### src/rtl/sdm_pkg.sv
package sdm_pkg;

    typedef enum logic [2:0] {
        ST_IDLE,
        ST_CMD,
        ST_WAIT,
        ST_MOVE,
        ST_TC,
        ST_STOP
    } state_t;

    typedef logic [2:0] res_t;

    localparam res_t RES_OK        = 3'd0;
    localparam res_t RES_ERROR     = 3'd1;
    localparam res_t RES_NOT_READY = 3'd3;
    localparam res_t RES_NO_RESP   = 3'd5;

    localparam logic [1:0] KIND_RD   = 2'd0;
    localparam logic [1:0] KIND_WR   = 2'd1;
    localparam logic [1:0] KIND_STOP = 2'd2;

endpackage

### src/rtl/sdm_addr.sv
module sdm_addr #(
    parameter int AW          = 32,
    parameter int BLOCK_BYTES = 512
) (
    input  logic          high_cap,
    input  logic [AW-1:0] sector,
    output logic [AW-1:0] arg
);
    localparam int SHIFT = $clog2(BLOCK_BYTES);

    // byte addressing for standard cards, sector addressing otherwise
    always_comb begin
        if (high_cap) arg = sector;
        else          arg = sector << SHIFT;
    end
endmodule

### src/rtl/sdm_pace.sv
module sdm_pace #(
    parameter int WORDS  = 16,
    parameter int BURSTS = 8
) (
    input  logic clk,
    input  logic rst_n,
    input  logic clear,
    input  logic step,
    output logic last_word,
    output logic last_burst
);
    localparam int WW = (WORDS  > 1) ? $clog2(WORDS)  : 1;
    localparam int BW = (BURSTS > 1) ? $clog2(BURSTS) : 1;

    typedef struct packed {
        logic [WW-1:0] word;
        logic [BW-1:0] burst;
    } pace_t;

    pace_t d, q;

    assign last_word  = (q.word  == WW'(WORDS - 1));
    assign last_burst = (q.burst == BW'(BURSTS - 1));

    always_comb begin
        d = q;
        if (clear) begin
            d.word  = '0;
            d.burst = '0;
        end else if (step) begin
            if (last_word) begin
                d.word  = '0;
                d.burst = q.burst + 1'b1;
            end else begin
                d.word  = q.word + 1'b1;
            end
        end
    end

    always_ff @(posedge clk or negedge rst_n) begin
        if (!rst_n) q <= '0;
        else        q <= d;
    end


    burst_wrap_chk: assert property (@(posedge clk) disable iff (!rst_n)
        (step && !clear && last_word) |=> (q.word == '0));

endmodule

### src/rtl/sdm_retry.sv
module sdm_retry #(
    parameter int TRIES = 100
) (
    input  logic clk,
    input  logic rst_n,
    input  logic clear,
    input  logic bump,
    output logic last_try
);
    localparam int CW = $clog2(TRIES + 1);

    typedef struct packed {
        logic [CW-1:0] cnt;
    } retry_t;

    retry_t d, q;

    assign last_try = (q.cnt == CW'(TRIES - 1));

    always_comb begin
        d = q;
        if (clear)                 d.cnt = '0;
        else if (bump && !last_try) d.cnt = q.cnt + 1'b1;
    end

    always_ff @(posedge clk or negedge rst_n) begin
        if (!rst_n) q <= '0;
        else        q <= d;
    end


    retry_bound_chk: assert property (@(posedge clk) disable iff (!rst_n)
        q.cnt < CW'(TRIES));

endmodule

### src/rtl/sdm_block_mover.sv
module sdm_block_mover
    import sdm_pkg::*;
#(
    parameter int DW          = 32,
    parameter int AW          = 32,
    parameter int BLOCK_BYTES = 512,
    parameter int WATERMARK   = 16,
    parameter int STOP_TRIES  = 100
) (
    input  logic          clk,
    input  logic          rst_n,
    input  logic          start,
    input  logic          dir_write,
    input  logic [AW-1:0] sector,
    input  logic          card_ready,
    input  logic          high_cap,
    output logic          busy,
    output logic          done,
    output logic [2:0]    result,
    output logic          cmd_valid,
    output logic [1:0]    cmd_kind,
    output logic [AW-1:0] cmd_arg,
    input  logic          cmd_done,
    input  logic          cmd_ok,
    input  logic          buf_rd_rdy,
    input  logic          buf_wr_rdy,
    input  logic [DW-1:0] fifo_rdata,
    output logic          fifo_rd,
    output logic [DW-1:0] fifo_wdata,
    output logic          fifo_wr,
    output logic [DW-1:0] host_out_data,
    output logic          host_out_valid,
    input  logic          host_out_ready,
    input  logic [DW-1:0] host_in_data,
    input  logic          host_in_valid,
    output logic          host_in_ready,
    input  logic          err_endbit,
    input  logic          err_crc,
    input  logic          err_tmo,
    output logic          err_clr,
    input  logic          line_active,
    input  logic          xfer_done,
    output logic          fin_clr
);
    localparam int BURSTS = BLOCK_BYTES / ((DW / 8) * WATERMARK);

    typedef struct packed {
        state_t        state;
        logic          wr;
        logic [AW-1:0] arg;
        logic          done;
        res_t          result;
        logic          err_clr;
        logic          fin_clr;
    } ctl_t;

    ctl_t d, q;

    logic [AW-1:0] addr_arg;
    logic          pace_clear, step, last_word, last_burst;
    logic          retry_clear, retry_bump, last_try;
    logic          word_fire, any_err, buf_ok;

    sdm_addr #(.AW(AW), .BLOCK_BYTES(BLOCK_BYTES)) u_addr (
        .high_cap (high_cap),
        .sector   (sector),
        .arg      (addr_arg)
    );

    sdm_pace #(.WORDS(WATERMARK), .BURSTS(BURSTS)) u_pace (
        .clk        (clk),
        .rst_n      (rst_n),
        .clear      (pace_clear),
        .step       (step),
        .last_word  (last_word),
        .last_burst (last_burst)
    );

    sdm_retry #(.TRIES(STOP_TRIES)) u_retry (
        .clk      (clk),
        .rst_n    (rst_n),
        .clear    (retry_clear),
        .bump     (retry_bump),
        .last_try (last_try)
    );

    // word handshakes towards host and buffer
    assign host_out_valid = (q.state == ST_MOVE) && !q.wr;
    assign host_in_ready  = (q.state == ST_MOVE) &&  q.wr;
    assign host_out_data  = fifo_rdata;
    assign fifo_wdata     = host_in_data;
    assign fifo_rd        = host_out_valid && host_out_ready;
    assign fifo_wr        = host_in_ready  && host_in_valid;
    assign word_fire      = fifo_rd || fifo_wr;
    assign step           = word_fire;

    assign any_err = err_endbit || err_crc || err_tmo;
    assign buf_ok  = q.wr ? buf_wr_rdy : buf_rd_rdy;

    // command request
    assign cmd_valid = (q.state == ST_CMD) || (q.state == ST_STOP);
    assign cmd_kind  = (q.state == ST_STOP) ? KIND_STOP : (q.wr ? KIND_WR : KIND_RD);
    assign cmd_arg   = (q.state == ST_STOP) ? '0 : q.arg;

    assign busy    = (q.state != ST_IDLE);
    assign done    = q.done;
    assign result  = q.result;
    assign err_clr = q.err_clr;
    assign fin_clr = q.fin_clr;

    always_comb begin
        d           = q;
        d.done      = 1'b0;
        d.err_clr   = 1'b0;
        d.fin_clr   = 1'b0;
        pace_clear  = 1'b0;
        retry_clear = 1'b0;
        retry_bump  = 1'b0;
        unique case (q.state)
            ST_IDLE: begin
                if (start) begin
                    if (!card_ready) begin
                        d.done   = 1'b1;
                        d.result = RES_NOT_READY;
                    end else begin
                        d.state    = ST_CMD;
                        d.wr       = dir_write;
                        d.arg      = addr_arg;
                        pace_clear = 1'b1;
                    end
                end
            end
            ST_CMD: begin
                if (cmd_done) begin
                    if (cmd_ok) begin
                        d.state = ST_WAIT;
                    end else begin
                        d.state  = ST_IDLE;
                        d.done   = 1'b1;
                        d.result = RES_ERROR;
                    end
                end
            end
            ST_WAIT: begin
                // error flags win over the buffer flag
                if (any_err) begin
                    d.state     = ST_STOP;
                    d.err_clr   = 1'b1;
                    retry_clear = 1'b1;
                end else if (buf_ok) begin
                    d.state = ST_MOVE;
                end
            end
            ST_MOVE: begin
                if (word_fire && last_word)
                    d.state = last_burst ? ST_TC : ST_WAIT;
            end
            ST_TC: begin
                if (xfer_done) begin
                    d.state   = ST_IDLE;
                    d.done    = 1'b1;
                    d.result  = RES_OK;
                    d.fin_clr = 1'b1;
                end
            end
            ST_STOP: begin
                if (cmd_done) begin
                    retry_bump = 1'b1;
                    if (!cmd_ok || !line_active) begin
                        d.state  = ST_IDLE;
                        d.done   = 1'b1;
                        d.result = RES_ERROR;
                    end else if (last_try) begin
                        d.state  = ST_IDLE;
                        d.done   = 1'b1;
                        d.result = RES_NO_RESP;
                    end
                end
            end
            default: d.state = ST_IDLE;
        endcase
    end

    always_ff @(posedge clk or negedge rst_n) begin
        if (!rst_n) begin
            q         <= '0;
            q.state   <= ST_IDLE;
            q.result  <= RES_OK;
        end else begin
            q <= d;
        end
    end


    not_ready_chk: assert property (@(posedge clk) disable iff (!rst_n)
        (!busy && start && !card_ready) |=> (done && result == RES_NOT_READY));


    cmd_hold_chk: assert property (@(posedge clk) disable iff (!rst_n)
        (cmd_valid && !cmd_done) |=> (cmd_valid && $stable(cmd_arg) && $stable(cmd_kind)));


    err_stop_chk: assert property (@(posedge clk) disable iff (!rst_n)
        err_clr |-> (cmd_valid && cmd_kind == KIND_STOP));


    finish_chk: assert property (@(posedge clk) disable iff (!rst_n)
        (q.state == ST_TC && xfer_done) |=> (done && fin_clr && !busy));

endmodule

### config.mk
export PLATFORM = sky130hd
export DESIGN_NAME = sdm_block_mover
export DESIGN_NICKNAME = d
export VERILOG_FILES = /design/src/rtl/sdm_pkg.sv /design/src/rtl/sdm_addr.sv /design/src/rtl/sdm_pace.sv /design/src/rtl/sdm_retry.sv /design/src/rtl/sdm_block_mover.sv
export SDC_FILE = /design/constraint.sdc
export NUM_CORES = 1
export LEC_CHECK = 0
export ABC_AREA = 1
export BUFFER_PORTS_ARGS = -buffer_cell sky130_fd_sc_hd__buf_2
export CAP_MARGIN = 20
export CORE_ASPECT_RATIO = 1.2
export CORE_UTILIZATION = 39
export CTS_CLUSTER_SIZE = 14
export DETAILED_ROUTE_END_ITERATION = 12
export GPL_ROUTABILITY_DRIVEN = 0
export GPL_TIMING_DRIVEN = 0
export HOLD_SLACK_MARGIN = 0.03
export PLACE_DENSITY = 0.79
export SKIP_LAST_GASP = 1
export SLEW_MARGIN = 20
export SYNTH_ARGS = -nofsm -noshare
export SYNTH_HDL_FRONTEND = slang
export SYNTH_SLANG_ARGS = --single-unit
### constraint.sdc
create_clock -name clk -period 1.4 [get_ports clk]
set_clock_uncertainty 0.05 [all_clocks]
set_input_delay 0.14 -clock clk [delete_from_list [all_inputs] [get_ports clk]]
set_output_delay 0.14 -clock clk [all_outputs]
set_load 0.005 [all_outputs]
==> results.sh <==
export IMPL_synth_warning_count=0
export IMPL_cts_sinks=56
export IMPL_rsz0062_at_grt="yes"
export IMPL_cp_end_kind="output pin"
export IMPL_antenna_found_initial=0
export IMPL_yosys_area_share_simple_pct=25.91
export IMPL_tns_ps=-13290
export IMPL_syn_inst=507
export IMPL_hold_slack_ps=32.29
export IMPL_drtIter0Drc=168
export IMPL_fp_dieH_um=107.1
export IMPL_syn_area_sq_um=3588
export IMPL_powerDensity_nw_per_um2=1387
export IMPL_ys_types=26
export IMPL_maxSlewViolCount=0
export IMPL_grt_pass1_vias=3654
export IMPL_wirelength_um=10950
export IMPL_synth_compound_area_share_pct=8.787
export IMPL_cts_root_buf="clkbuf_8"
export IMPL_ys_seq_elements=56
export IMPL_postSynthNetCount=624
export IMPL_timing_slew_headroom_pct=51.56
export IMPL_rows=37
export IMPL_io_pins=223
export IMPL_nNetsFinal=825
export IMPL_drive_gt1_share_pct=52.05
export IMPL_leakage_nw=3.260
export IMPL_port_buffers=157
export IMPL_start_kind="flop"
export IMPL_placeableCoreArea_sq_um=8750
export IMPL_min_period_over_period_pct=116.6
export IMPL_viasPerCell=4.734
export IMPL_cts_htree_levels=2
export IMPL_grt_use_met2_pct=41.29
export IMPL_initial_core_util_pct=41.01
export IMPL_diodes=0
export IMPL_clkTransAtPathRegs_ps=110
export IMPL_use_met3_pct=2.617
export IMPL_synthMuxAreaShare_pct=0
export IMPL_synth_xor_area_share_pct=0.9763
export IMPL_tightest_slew_ps=726.6
export IMPL_clkLatencyLatePin_ps=320
export IMPL_cp_arrival_ps=1440
export IMPL_ir_worst_vdd_v=0.0009624
export IMPL_grt_max_degree=57
export IMPL_design_die_area_sq_um=9590
export IMPL_syn_area_per_cell_sq_um=7.078
export IMPL_critical_path_peak_fanout=5
export IMPL_ant_nets=0
export IMPL_grt_usage_pct=21.98
export IMPL_max_freq_ghz=0.6124
export IMPL_die_w_um=89.57
export IMPL_layout_commonest_cell="buf_2"
export IMPL_finalHoldViolations=0
export IMPL_hpwl_um=7542
export IMPL_post_route_drc_count=0
export IMPL_vias=3910
export IMPL_synth_top_family_by_area="simple AND/OR/NAND/NOR gates"
export IMPL_cp_required_ps=1210
export IMPL_wire_per_inst_um=13.25
export IMPL_dr_pass1_iters=5
export IMPL_cts_tree="done"
export IMPL_cts_buffers=5
export IMPL_clockBufferDepth=2
export IMPL_critPathKind="flop to output pin"
export IMPL_final_cell_mix="buf_2, nand2_1, buf_4, inv_1, dfrtp_1"
export IMPL_violations="negative setup slack"
export IMPL_grt_ovfl_total=0
export IMPL_total_power_w=0.007642
export IMPL_busiest_layer="met2"
export IMPL_yosysSeqAreaShare_pct=39.05
export IMPL_status="complete, but fails checks"
export IMPL_period_minus_slack_ps=1633
export IMPL_worst_hold_path_type="primary input to flop"
export IMPL_setup_violations=90
export IMPL_synthToLayoutAreaGrowth_pct=53.52
export IMPL_setup_slack_ps=-232.8
export IMPL_synth_adder_area_share_pct=1.395
export IMPL_grt_first_pass_wirelength_um=16430
export IMPL_drv_cap=0
export IMPL_met1_usage_pct=25.96
state kept, by name, summed over array words and instances (netlist names):
signal and count:
u_pace.q 7, q 36, u_retry.q 7, err_clr 1
fin_clr 1, done 1, result 3
through the flow:
step | cell area [sq um] | cells | worst slack (ps) | utilization, %
final | 5509 | 826 | -232.8 | 62.96
after global routing | 5509 | 826 | -278.8 | 62.96
after CTS | 5176 | 817 | -213.8 | 59.16
after detailed placement | 4561 | 781 | -306.3 | 52.12
after global placement | 4558 | 781 | -300.0 | 52.10
after floorplan | 3626 | 507 | -2.809 | -
logic make-up after synthesis:
group / after synthesis
buffers and inverters: 159
adders and majority gates: 4
and+or+nand+nor: 222
AOI/OAI and AO/OA: 62
DFF: 56
xor gates and xnor gates: 4
report_power, final:
group	total, W	internal (W)	leakage, nW	switching, W
clock	0.00112	0.000541	0.0548	0.000576
sequential	0.00275	0.00220	0.720	0.000557
combinational	0.00377	0.00194	2.49	0.00184
total	0.00764	0.00467	3.26	0.00297
critical path: stages, from the launching register on:
cell       delay, ps
dfrtp_2          460
inv_4             90
nand3_4          150
clkbuf_16        220
nand2_2           50
inv_1             30
buf_2            120
cell usage after synthesis:
| cell type | count | area, sq um |
|---|---|---|
| nand2_1 | 161 | 604.3 |
| nor2_4 | 1 | 11.26 |
| o21ai_0 | 29 | 145.1 |
| nor3b_1 | 1 | 7.510 |
| clkbuf_1 | 10 | 37.54 |
| nand2_2 | 1 | 6.260 |
| nand3_2 | 2 | 20.02 |
| nand2_4 | 3 | 33.78 |
| a21boi_1 | 1 | 7.510 |
| a21oi_1 | 7 | 35.03 |
| ha_1 | 4 | 50.05 |
| nand3_1 | 21 | 105.1 |
| dfrtp_1 | 56 | 1401 |
| buf_1 | 1 | 3.750 |
| nand3b_1 | 1 | 7.510 |
| inv_1 | 70 | 262.8 |
| nand4_1 | 4 | 25.02 |
| nor2_1 | 23 | 86.33 |
| o21ai_1 | 24 | 120.1 |
| buf_2 | 7 | 35.03 |
| nor2_2 | 2 | 12.51 |
| a21boi_0 | 1 | 7.510 |
| xor2_1 | 4 | 35.03 |
| nor3_1 | 2 | 10.01 |
| inv_2 | 4 | 15.01 |
| buf_4 | 67 | 503.0 |
layout make-up:
class,instances,area [sq um]
well taps,117,146.4
flip-flops and latches,56,1404
fillers,745,3241
multi-input cells,293,1672
clock inverters,3,46.29
inverters,74,284.0
plain buffers,85,695.7
clock buffers,5,68.82
repair buffers,193,1192
layer usage:
metal | part of all wire (%) | routed length [um] | up-vias
li1 | - | - | 1878
met1 | 38 | 4185 | 1783
met5 | 0 | 0 | -
met4 | 2.1 | 226 | 0
met3 | 7.1 | 772 | 23
met2 | 53 | 5760 | 226
final timing paths:
check                      startpoint     endpoint  slack [ps]  depth (start not counted)
min                         sector[6]        q[12]          30                          3
max reg2reg                     q[40]        q[33]        -200                          9
min in group asynchronous       rst_n    result[2]         360                          2
max                             q[40]  cmd_arg[12]        -230                          6
max in group asynchronous       rst_n        q[41]         410                          2
min reg2reg                 result[2]    result[2]         430                          2
repair_timing:
| action | 4_1_cts | 5_1_grt |
|---|---|---|
| endpoints found under the hold margin | 63 | 0 |
| buffers inserted | 12 | 7 |
| hold buffers | 8 | 0 |
| gates resized for setup | 79 | 85 |
| gates cloned | 8 | 2 |
| endpoints found under the setup margin | 92 | 93 |
| pin swaps | 3 | 7 |
(Power assumes the default switching activity.)
